==> config.mk <==
export PLATFORM = sky130hd
export DESIGN_NAME = interval_watchdog
export DESIGN_NICKNAME = d
export VERILOG_FILES = /design/src/rtl/wdt_pkg.sv /design/src/rtl/wdt_cfg_reg.sv /design/src/rtl/wdt_countdown.sv /design/src/rtl/wdt_expiry.sv /design/src/rtl/interval_watchdog.sv
export SDC_FILE = /design/constraint.sdc
export NUM_CORES = 1
export LEC_CHECK = 0
export ABC_AREA = 0
export CELL_PAD_IN_SITES_DETAIL_PLACEMENT = 1
export CELL_PAD_IN_SITES_GLOBAL_PLACEMENT = 2
export CORE_MARGIN = 5
export CORE_UTILIZATION = 31
export CTS_BUF_LIST = sky130_fd_sc_hd__clkbuf_4 sky130_fd_sc_hd__clkbuf_8
export DETAILED_ROUTE_END_ITERATION = 6
export GPL_ROUTABILITY_DRIVEN = 0
export GPL_TIMING_DRIVEN = 0
export PLACE_DENSITY_LB_ADDON = 0.3
export SLEW_MARGIN = 30
export SYNTH_ARGS = -nofsm -noshare
export SYNTH_HDL_FRONTEND = slang
export SYNTH_SLANG_ARGS = --single-unit
==> constraint.sdc <==
create_clock -name clk -period 2.53 [get_ports clk]
set_input_delay 0.506 -clock clk [delete_from_list [all_inputs] [get_ports clk]]
set_output_delay 0.506 -clock clk [all_outputs]
set_load 0.02 [all_outputs]
==> src/rtl/wdt_pkg.sv <==
package wdt_pkg;
  typedef enum logic [1:0] {
    ACT_NONE  = 2'd0,
    ACT_IRQ   = 2'd1,
    ACT_RESET = 2'd2
  } wd_action_e;
endpackage

==> src/rtl/wdt_cfg_reg.sv <==
module wdt_cfg_reg #(
  parameter int CFG_W = 8
) (
  input  logic             clk,
  input  logic             por_n,
  input  logic             wr_en,
  input  logic [CFG_W-1:0] wr_data,
  input  logic             wipe,
  output logic [CFG_W-1:0] cfg_q
);
  // Only power-on reset touches the byte; system reset leaves it alone.
  always_ff @(posedge clk) begin
    if (!por_n)      cfg_q <= '0;
    else if (wr_en)  cfg_q <= wr_data;
    else if (wipe)   cfg_q <= '0;
  end
endmodule

==> src/rtl/wdt_countdown.sv <==
module wdt_countdown #(
  parameter int MULT_W = 5,
  parameter int RES_W  = 2,
  parameter int CNT_W  = 11
) (
  input  logic                    clk,
  input  logic                    srst_n,
  input  logic                    load,
  input  logic [MULT_W+RES_W-1:0] field,
  input  logic                    tick,
  output logic                    expire_evt,
  output logic                    running
);
  logic [CNT_W-1:0] remain_q;
  logic [CNT_W-1:0] span;

  // Interval in ticks: multiplier shifted left by twice the resolution.
  function automatic logic [CNT_W-1:0] interval_ticks(
    input logic [MULT_W-1:0] mult,
    input logic [RES_W-1:0]  res
  );
    logic [CNT_W-1:0] base;
    base = CNT_W'(mult);
    return base << {res, 1'b0};
  endfunction

  assign span       = interval_ticks(field[MULT_W+RES_W-1:RES_W], field[RES_W-1:0]);
  assign expire_evt = srst_n && running && tick && !load && (remain_q == CNT_W'(1));

  always_ff @(posedge clk) begin
    if (!srst_n) begin
      running  <= 1'b0;
      remain_q <= '0;
    end else if (load) begin
      running  <= (span != '0);
      remain_q <= span;
    end else if (expire_evt) begin
      running  <= 1'b0;
      remain_q <= '0;
    end else if (running && tick) begin
      remain_q <= remain_q - CNT_W'(1);
    end
  end
endmodule

==> src/rtl/wdt_expiry.sv <==
module wdt_expiry (
  input  logic clk,
  input  logic por_n,
  input  logic srst_n,
  input  logic restart,
  input  logic expire_evt,
  input  logic steer,
  output logic flag_q,
  output logic irq_q,
  output logic rst_req_q,
  output logic cent_clr_q
);
  import wdt_pkg::*;

  wd_action_e action;

  always_comb begin
    action = ACT_NONE;
    if (expire_evt) action = steer ? ACT_RESET : ACT_IRQ;
  end

  // The flag survives system reset so software can see why it happened.
  always_ff @(posedge clk) begin
    if (!por_n)          flag_q <= 1'b0;
    else if (restart)    flag_q <= 1'b0;
    else if (expire_evt) flag_q <= 1'b1;
  end

  always_ff @(posedge clk) begin
    if (!srst_n) begin
      irq_q      <= 1'b0;
      rst_req_q  <= 1'b0;
      cent_clr_q <= 1'b0;
    end else begin
      irq_q      <= (action == ACT_IRQ);
      rst_req_q  <= (action == ACT_RESET);
      cent_clr_q <= (action == ACT_RESET);
    end
  end
endmodule

==> src/rtl/interval_watchdog.sv <==
module interval_watchdog #(
  parameter int MULT_W = 5,
  parameter int RES_W  = 2,
  localparam int CFG_W = MULT_W + RES_W + 1
) (
  input  logic             clk,
  input  logic             por_n,
  input  logic             rst_n,
  input  logic             tick,
  input  logic             cfg_wr,
  input  logic             cfg_rd,
  input  logic [CFG_W-1:0] cfg_wdata,
  output logic [CFG_W-1:0] cfg_rdata,
  output logic             wd_flag,
  output logic             irq_pulse,
  output logic             reset_req,
  output logic             century_clr
);
  localparam int CNT_W = MULT_W + 2 * ((1 << RES_W) - 1);

  logic             srst_n;
  logic             restart;
  logic [CFG_W-1:0] cfg_q;
  logic [CFG_W-1:0] load_cfg;
  logic             expire_evt;
  logic             running;
  logic             steer_reset;

  assign srst_n      = por_n && rst_n;
  assign restart     = cfg_wr || cfg_rd;
  assign load_cfg    = cfg_wr ? cfg_wdata : cfg_q;
  assign steer_reset = expire_evt && cfg_q[CFG_W-1];

  wdt_cfg_reg #(.CFG_W(CFG_W)) u_cfg (
    .clk(clk), .por_n(por_n), .wr_en(cfg_wr), .wr_data(cfg_wdata),
    .wipe(steer_reset), .cfg_q(cfg_q)
  );

  wdt_countdown #(.MULT_W(MULT_W), .RES_W(RES_W), .CNT_W(CNT_W)) u_cnt (
    .clk(clk), .srst_n(srst_n), .load(restart),
    .field(load_cfg[CFG_W-2:0]), .tick(tick),
    .expire_evt(expire_evt), .running(running)
  );

  wdt_expiry u_exp (
    .clk(clk), .por_n(por_n), .srst_n(srst_n), .restart(restart),
    .expire_evt(expire_evt), .steer(cfg_q[CFG_W-1]),
    .flag_q(wd_flag), .irq_q(irq_pulse), .rst_req_q(reset_req),
    .cent_clr_q(century_clr)
  );

  assign cfg_rdata = cfg_q;
endmodule

Word-level counts from Yosys, hierarchy flattened
Index checks and enable logic that the tools add are counted.
{"block": "op_classes", "add_sub_neg": 1, "eq_ne": 3, "n_shift": 1, "mux": 10, "bitwise": 1, "reduce_logical": 14}
{"operator": "11-bit 2-to-1 mux", "count": 3}
{"operator": "8-bit 2-to-1 mux", "count": 2}
{"operator": "11-bit by 1-bit == test with 1-bit output, second input constant", "count": 1}
{"operator": "11-bit nonzero test", "count": 1}
{"operator": "5-bit by 3-bit << shifter with 11-bit output", "count": 1}
{"operator": "11-bit by 1-bit subtractor with 11-bit output, second input constant", "count": 1}
{"operator": "1-bit logical AND", "count": 7}
{"operator": "7-bit 2-to-1 mux", "count": 1}
{"operator": "2-bit 2-to-1 mux", "count": 2}
{"operator": "2-bit nonzero test", "count": 2}
{"operator": "3-bit nonzero test", "count": 1}
{"operator": "2-bit by 1-bit == test with 1-bit output, second input constant", "count": 1}
{"operator": "2-bit == test, second input constant", "count": 1}
{"operator": "1-bit 2-to-1 mux", "count": 2}
{"operator": "2-bit OR reduction", "count": 1}
{"operator": "1-bit zero test", "count": 1}
{"operator": "1-bit logical OR", "count": 1}
{"operator": "1-bit NOT", "count": 1}
{"block": "word_totals", "register_bits": 23, "input_bits": 14, "wordCells": 36}

Depth between registers and ports, before layout
{"block": "logic_depth", "ltp_word": 8, "depth_mapped": 8}

By module
Synthesis repeated with hierarchy kept, for this count alone.
{"block": "hier_totals", "cells_unflattened": 178, "hier_area_um2": 1566.5}
{"mod": "wdt_countdown", "instances": 1, "cells_per_inst": 123, "area_per_inst_um2": 949.7}
{"mod": "wdt_cfg_reg", "instances": 1, "cells_per_inst": 35, "area_per_inst_um2": 382.9}
{"mod": "interval_watchdog", "instances": 1, "cells_per_inst": 11, "area_per_inst_um2": 135.1}
{"mod": "wdt_expiry", "instances": 1, "cells_per_inst": 9, "area_per_inst_um2": 98.8}

Worst setup path after synthesis
OpenSTA, ideal clock, no wires.
{"block": "synth_path", "path_kind": "register to register", "from": "reg u_cnt.remain_q[0]", "to": "reg u_cfg.cfg_q[7]", "setup_time_ns": 0.117, "t_arrival_ns": 1.941, "t_required_ns": 2.413, "path_slack_ns": 0.472, "path_stages_with_launch": 7, "n_path_buf": 0, "period_less_slack_ns": 2.058, "cell_sequence": "dfxtp_1 ha_1 or4b_4 or4_4 or3_1 nand3b_1 a21boi_1"}
{"block": "synth_between", "elab_chain_len": 4}
{"item": "from (decl)", "line_no": "wdt_countdown.sv:14", "source": "logic [CNT_W-1:0] remain_q;"}
{"item": "from (signal assigned)", "line_no": "wdt_countdown.sv:36", "source": "remain_q <= span;"}
{"item": "from (signal assigned)", "line_no": "wdt_countdown.sv:41", "source": "remain_q <= remain_q - CNT_W'(1);"}
{"item": "11-bit by 1-bit == test with 1-bit output", "line_no": "wdt_countdown.sv:28", "source": "assign expire_evt = srst_n && running && tick && !load && (remain_q == CNT_W'(1));"}
{"item": "1-bit logical AND", "line_no": "wdt_countdown.sv:28"}
{"item": "1-bit logical AND", "line_no": "interval_watchdog.sv:32", "source": "assign steer_reset = expire_evt && cfg_q[CFG_W-1];"}
{"item": "2-bit nonzero test (no line)"}
{"item": "to (signal assigned)", "line_no": "wdt_cfg_reg.sv:14", "source": "else if (wr_en) cfg_q <= wr_data;"}
{"item": "to (decl)", "line_no": "wdt_cfg_reg.sv:9", "source": "output logic [CFG_W-1:0] cfg_q"}
No other way between the ends.
A chain may end at the register's enable or synchronous reset.

Final worst setup path
{"block": "layout_path", "from": "in tick", "to": "reg u_cnt.remain_q[10]"}
{"block": "layout_between", "elab_chain_len": 5, "word_cells_on_any_way": 7}
{"item": "from (decl)", "line_no": "interval_watchdog.sv:9", "source": "input logic tick,"}
{"item": "1-bit logical AND (3 in a row)", "line_no": "wdt_countdown.sv:28"}
{"item": "11-bit 2-to-1 mux", "line_no": "wdt_countdown.sv:37", "source": "end else if (expire_evt) begin"}
{"item": "11-bit 2-to-1 mux", "line_no": "wdt_countdown.sv:34", "source": "end else if (load) begin"}
Several ways; a longest one is shown, not always the timed one.

==> summary.md <==
| Metric | Value |
|---|---|
| Status | `finished, final reports clean` |
| RSZ-0062 raised after global routing | `no` |
| CTS Buf Count | `3` |
| FF-to-FF path depth | `6` |
| Wirelength per Cell | `17.76 um` |
| Nets | `212` |
| WHS Endpoint | `u_exp.irq_q$_SDFF_PP0_` |
| Area of the core | `0.004294 mm2` |
| N_diodes | `0` |
| Antenna violations before repair | `0` |
| Dpl cell area | `0.001664 mm2` |
| Residual DRC | `0` |
| Worst slew pin tran | `0.6070 ns` |
| Final Routed Wirelength | `4.386 mm` |
| Clk sinks | `23` |
| Die area | `0.005807 mm2` |
| Clk_lat worst skew | `0.26 ns` |
| Clock-pin slew on the worst setup and hold paths | `0.08 ns` |
| Final Cell Area | `0.001717 mm2` |
| Skew final | `0.001376 ns` |
| Die Y | `76.21 um` |
| Starting Density | `31.64%` |
| Fin. Hold Viols | `0` |
| Post-CTS Setup Inserts | `0` |
| Setup TNS | `0 ns` |
| Kind of end point of the critical path | `register` |
| Post-synth EDFFs | `0` |
| Reg-to-reg slack, setup | `0.20 ns` |
| Flops & latches, synth | `23` |
| Critical R2R Launch | `u_cnt.remain_q[0]$_SDFFE_PP0P_` |
| Final cycle utilization of the critical path | `93.89%` |
| Clock root cell | `clkbuf_8` |
| PD cells | `492.5 mW/mm2` |
| Hold Startpoint | `u_cfg.cfg_q[7]$_SDFFE_PN0P_` |
| Critical path's slowest cell | `or4_2` |
| Max-cap violations | `0` |
| Footprint of the multi-input gates | `852.1 um2` |
| Unique masters post-synth | `49` |
| Largest net degree at the start of global routing | `13` |
| Hold WC Path Type | `reg -> reg` |
| Reg-to-reg endpoint | `u_cnt.remain_q[5]$_SDFFE_PP0P_` |
| Max Slew Vio Count | `0` |
| Buffers on Ports | `24` |
| Crit-path cells | `clkdlybuf4s50_1, and2_1, nand3_1, or4_2, a32oi_1, a21oi_1` |
| DR pass1 iterations | `4` |
| Ys Warns | `0` |
| Post-layout min period | `2.375 ns` |
| Startpoint Class | `primary input` |
| Detailed placement HPWL | `3.486 mm` |
| Total congestion overflow | `0` |
| # rows | `24` |
| Synth-to-Final Area Change | `26.34%` |
| Synthesized area | `0.001359 mm2` |
| Max Buffers Root-to-Sink | `2` |
| F_max | `0.4210 GHz` |
| Ys async rst share | `0%` |
| Worst EP arrival | `2.52 ns` |
| Hold-fix buffers, CTS | `0` |
| CP peak stage delay | `0.66 ns` |
| Final ANT Viol Nets | `0` |
| Storage cell area | `460.4 um2` |
| Filler cell count | `504` |
| CP max FO | `6` |
| Vias | `1,393` |
| Post-synth net total | `183` |
| Vias in the first global route | `1,570` |
| Class of the most critical setup path | `in -> reg` |
| DR iter-0 viols | `134` |
| Most frequent cells in the layout | `24 x clkdlybuf4s50_1, 23 x dfxtp_1, 20 x nor2_1` |
| Pleak | `0.6403 nW` |
| Maximum vdd drop | `0.2065 mV` |
| H-tree lvl count | `1` |
| Commonest non-fill, non-tap cell in the layout | `clkdlybuf4s50_1` |
| Die X | `76.21 um` |
| Syn Inst Count | `167` |
| Hold Path Cell Cnt | `1` |
| Via density | `5.640` |
| Total track usage | `15.57%` |
| Avg Inst Size Synth | `8.137 um2` |
| Ports | `26` |
| WP data required | `2.68 ns` |
| Slew headroom | `58.37%` |
| Fraction of layout cells with a size suffix above 1 | `9.744%` |
| Top_reg_cell synth | `dfxtp_1` |
| Setup-failing EPs final | `0` |
| Post-synthesis sequential area ratio | `33.89%` |
| CTS tree | `done` |
| First-pass GRT wire length | `7.624 mm` |
## synthesized netlist by cell type (all sizes together) (2+ instances only)
master / instances / share of area (%)
or3: 2 / 0.92
a31oi: 3 / 1.4
o21ai: 12 / 4.7
nor2: 20 / 5.5
inv: 3 / 0.83
nor4: 4 / 1.8
o221a: 2 / 1.7
and2: 3 / 1.4
mux2i: 10 / 7.4
nand3: 6 / 2.2
a21oi: 13 / 4.8
nand3b: 2 / 1.1
clkbuf: 4 / 1.1
nor3: 6 / 2.2
buf: 4 / 1.7
o21a: 2 / 1.1
mux2: 3 / 2.5
or4: 3 / 2.0
o211a: 2 / 1.5
nand2: 13 / 3.6
nand4: 3 / 1.4
o211ai: 4 / 2.2
dfxtp: 23 / 34
ha: 2 / 1.8
## worst max-delay path by stage
stage / startpoint / end / slack [ns] / cells past startpoint
floorplan: u_cnt.remain_q[0]$_SDFFE_PP0P_ / u_cfg.cfg_q[7]$_SDFFE_PN0P_ / 0.47 / 6
global placement: tick / u_cnt.remain_q[10]$_SDFFE_PP0P_ / -0.14 / 6
detailed placement: tick / u_cnt.remain_q[10]$_SDFFE_PP0P_ / -0.21 / 6
CTS: tick / u_cnt.remain_q[10]$_SDFFE_PP0P_ / 0.07 / 6
global route: por_n / u_cnt.remain_q[5]$_SDFFE_PP0P_ / 0.01 / 6
finish: tick / u_cnt.remain_q[10]$_SDFFE_PP0P_ / 0.15 / 6
## layer usage
layer	vias up	part of all wire, %	routed length [um]	GRT usage (%)
met3	6	3.5	154	3.191
met5	-	0	0	0
met1	665	46	2011	18.78
li1	689	-	-	-
met4	0	1.4	61	4.720
met2	33	49	2160	27.48
## power by group
group | internal (mW) | switching [mW] | total [mW]
Clock | 0.123 | 0.119 | 0.242
Sequential | 0.377 | 0.0159 | 0.393
Combinational | 0.0904 | 0.120 | 0.210
Total | 0.591 | 0.255 | 0.845
## timing repair
| action | 4_1_cts | 5_1_grt |
|---|---|---|
| cloned | 0 | 0 |
| endpoints found under the setup margin | 1 | 1 |
| gates resized for setup | 1 | 1 |
## final cells by class
class | instances | share of cell area, %
buffer | 8 | 2.259
clock buffer | 4 | 2.843
inverter | 3 | 0.6560
multi-input combinational | 133 | 49.64
sequential | 23 | 26.82
tap | 52 | 3.790
timing repair buffer | 24 | 13.99
## state kept, by name (all words and copies together), names as in the netlist
name	cells
u_cnt.running	1
u_exp.rst_req_q	1
u_exp.irq_q	1
u_cfg.cfg_q	8
u_exp.flag_q	1
u_cnt.remain_q	11
## cell families after synthesis
kind of cell	count (synthesis)	synth area share, %
multiplexers	13	9.853
buffers and inverters	11	3.682
XOR/XNOR	1	0.6447
flip-flops	23	33.89
AND/OR/NAND/NOR	67	25.23
adder cells (fa/ha/maj)	2	1.841
AO/OA/AOI/OAI	50	24.86
## worst max-delay path: cells and delay by family
family / cells / cell delay, ns
compound gates: 2 / 0.32
simple gates: 3 / 1.19
buf+inv: 1 / 0.51
## through the flow
step | total power, mW | util, % | std cells | setup slack [ns] | hold WS, ns
2_1_floorplan | 0.5310 | - | 167 | 0.4724 | 0.4336
3_3_place_gp | 0.6044 | 38.75 | 243 | -0.1412 | 0.4542
3_5_place_dp | 0.6115 | 38.75 | 243 | -0.2097 | 0.4669
4_1_cts | 0.8555 | 39.98 | 247 | 0.06739 | 0.4884
5_1_grt | 0.8959 | 39.98 | 247 | 0.01443 | 0.5362
6_report | 0.8454 | 39.98 | 247 | 0.1545 | 0.4744
Note: power is estimated with default switching activity, not from simulation.
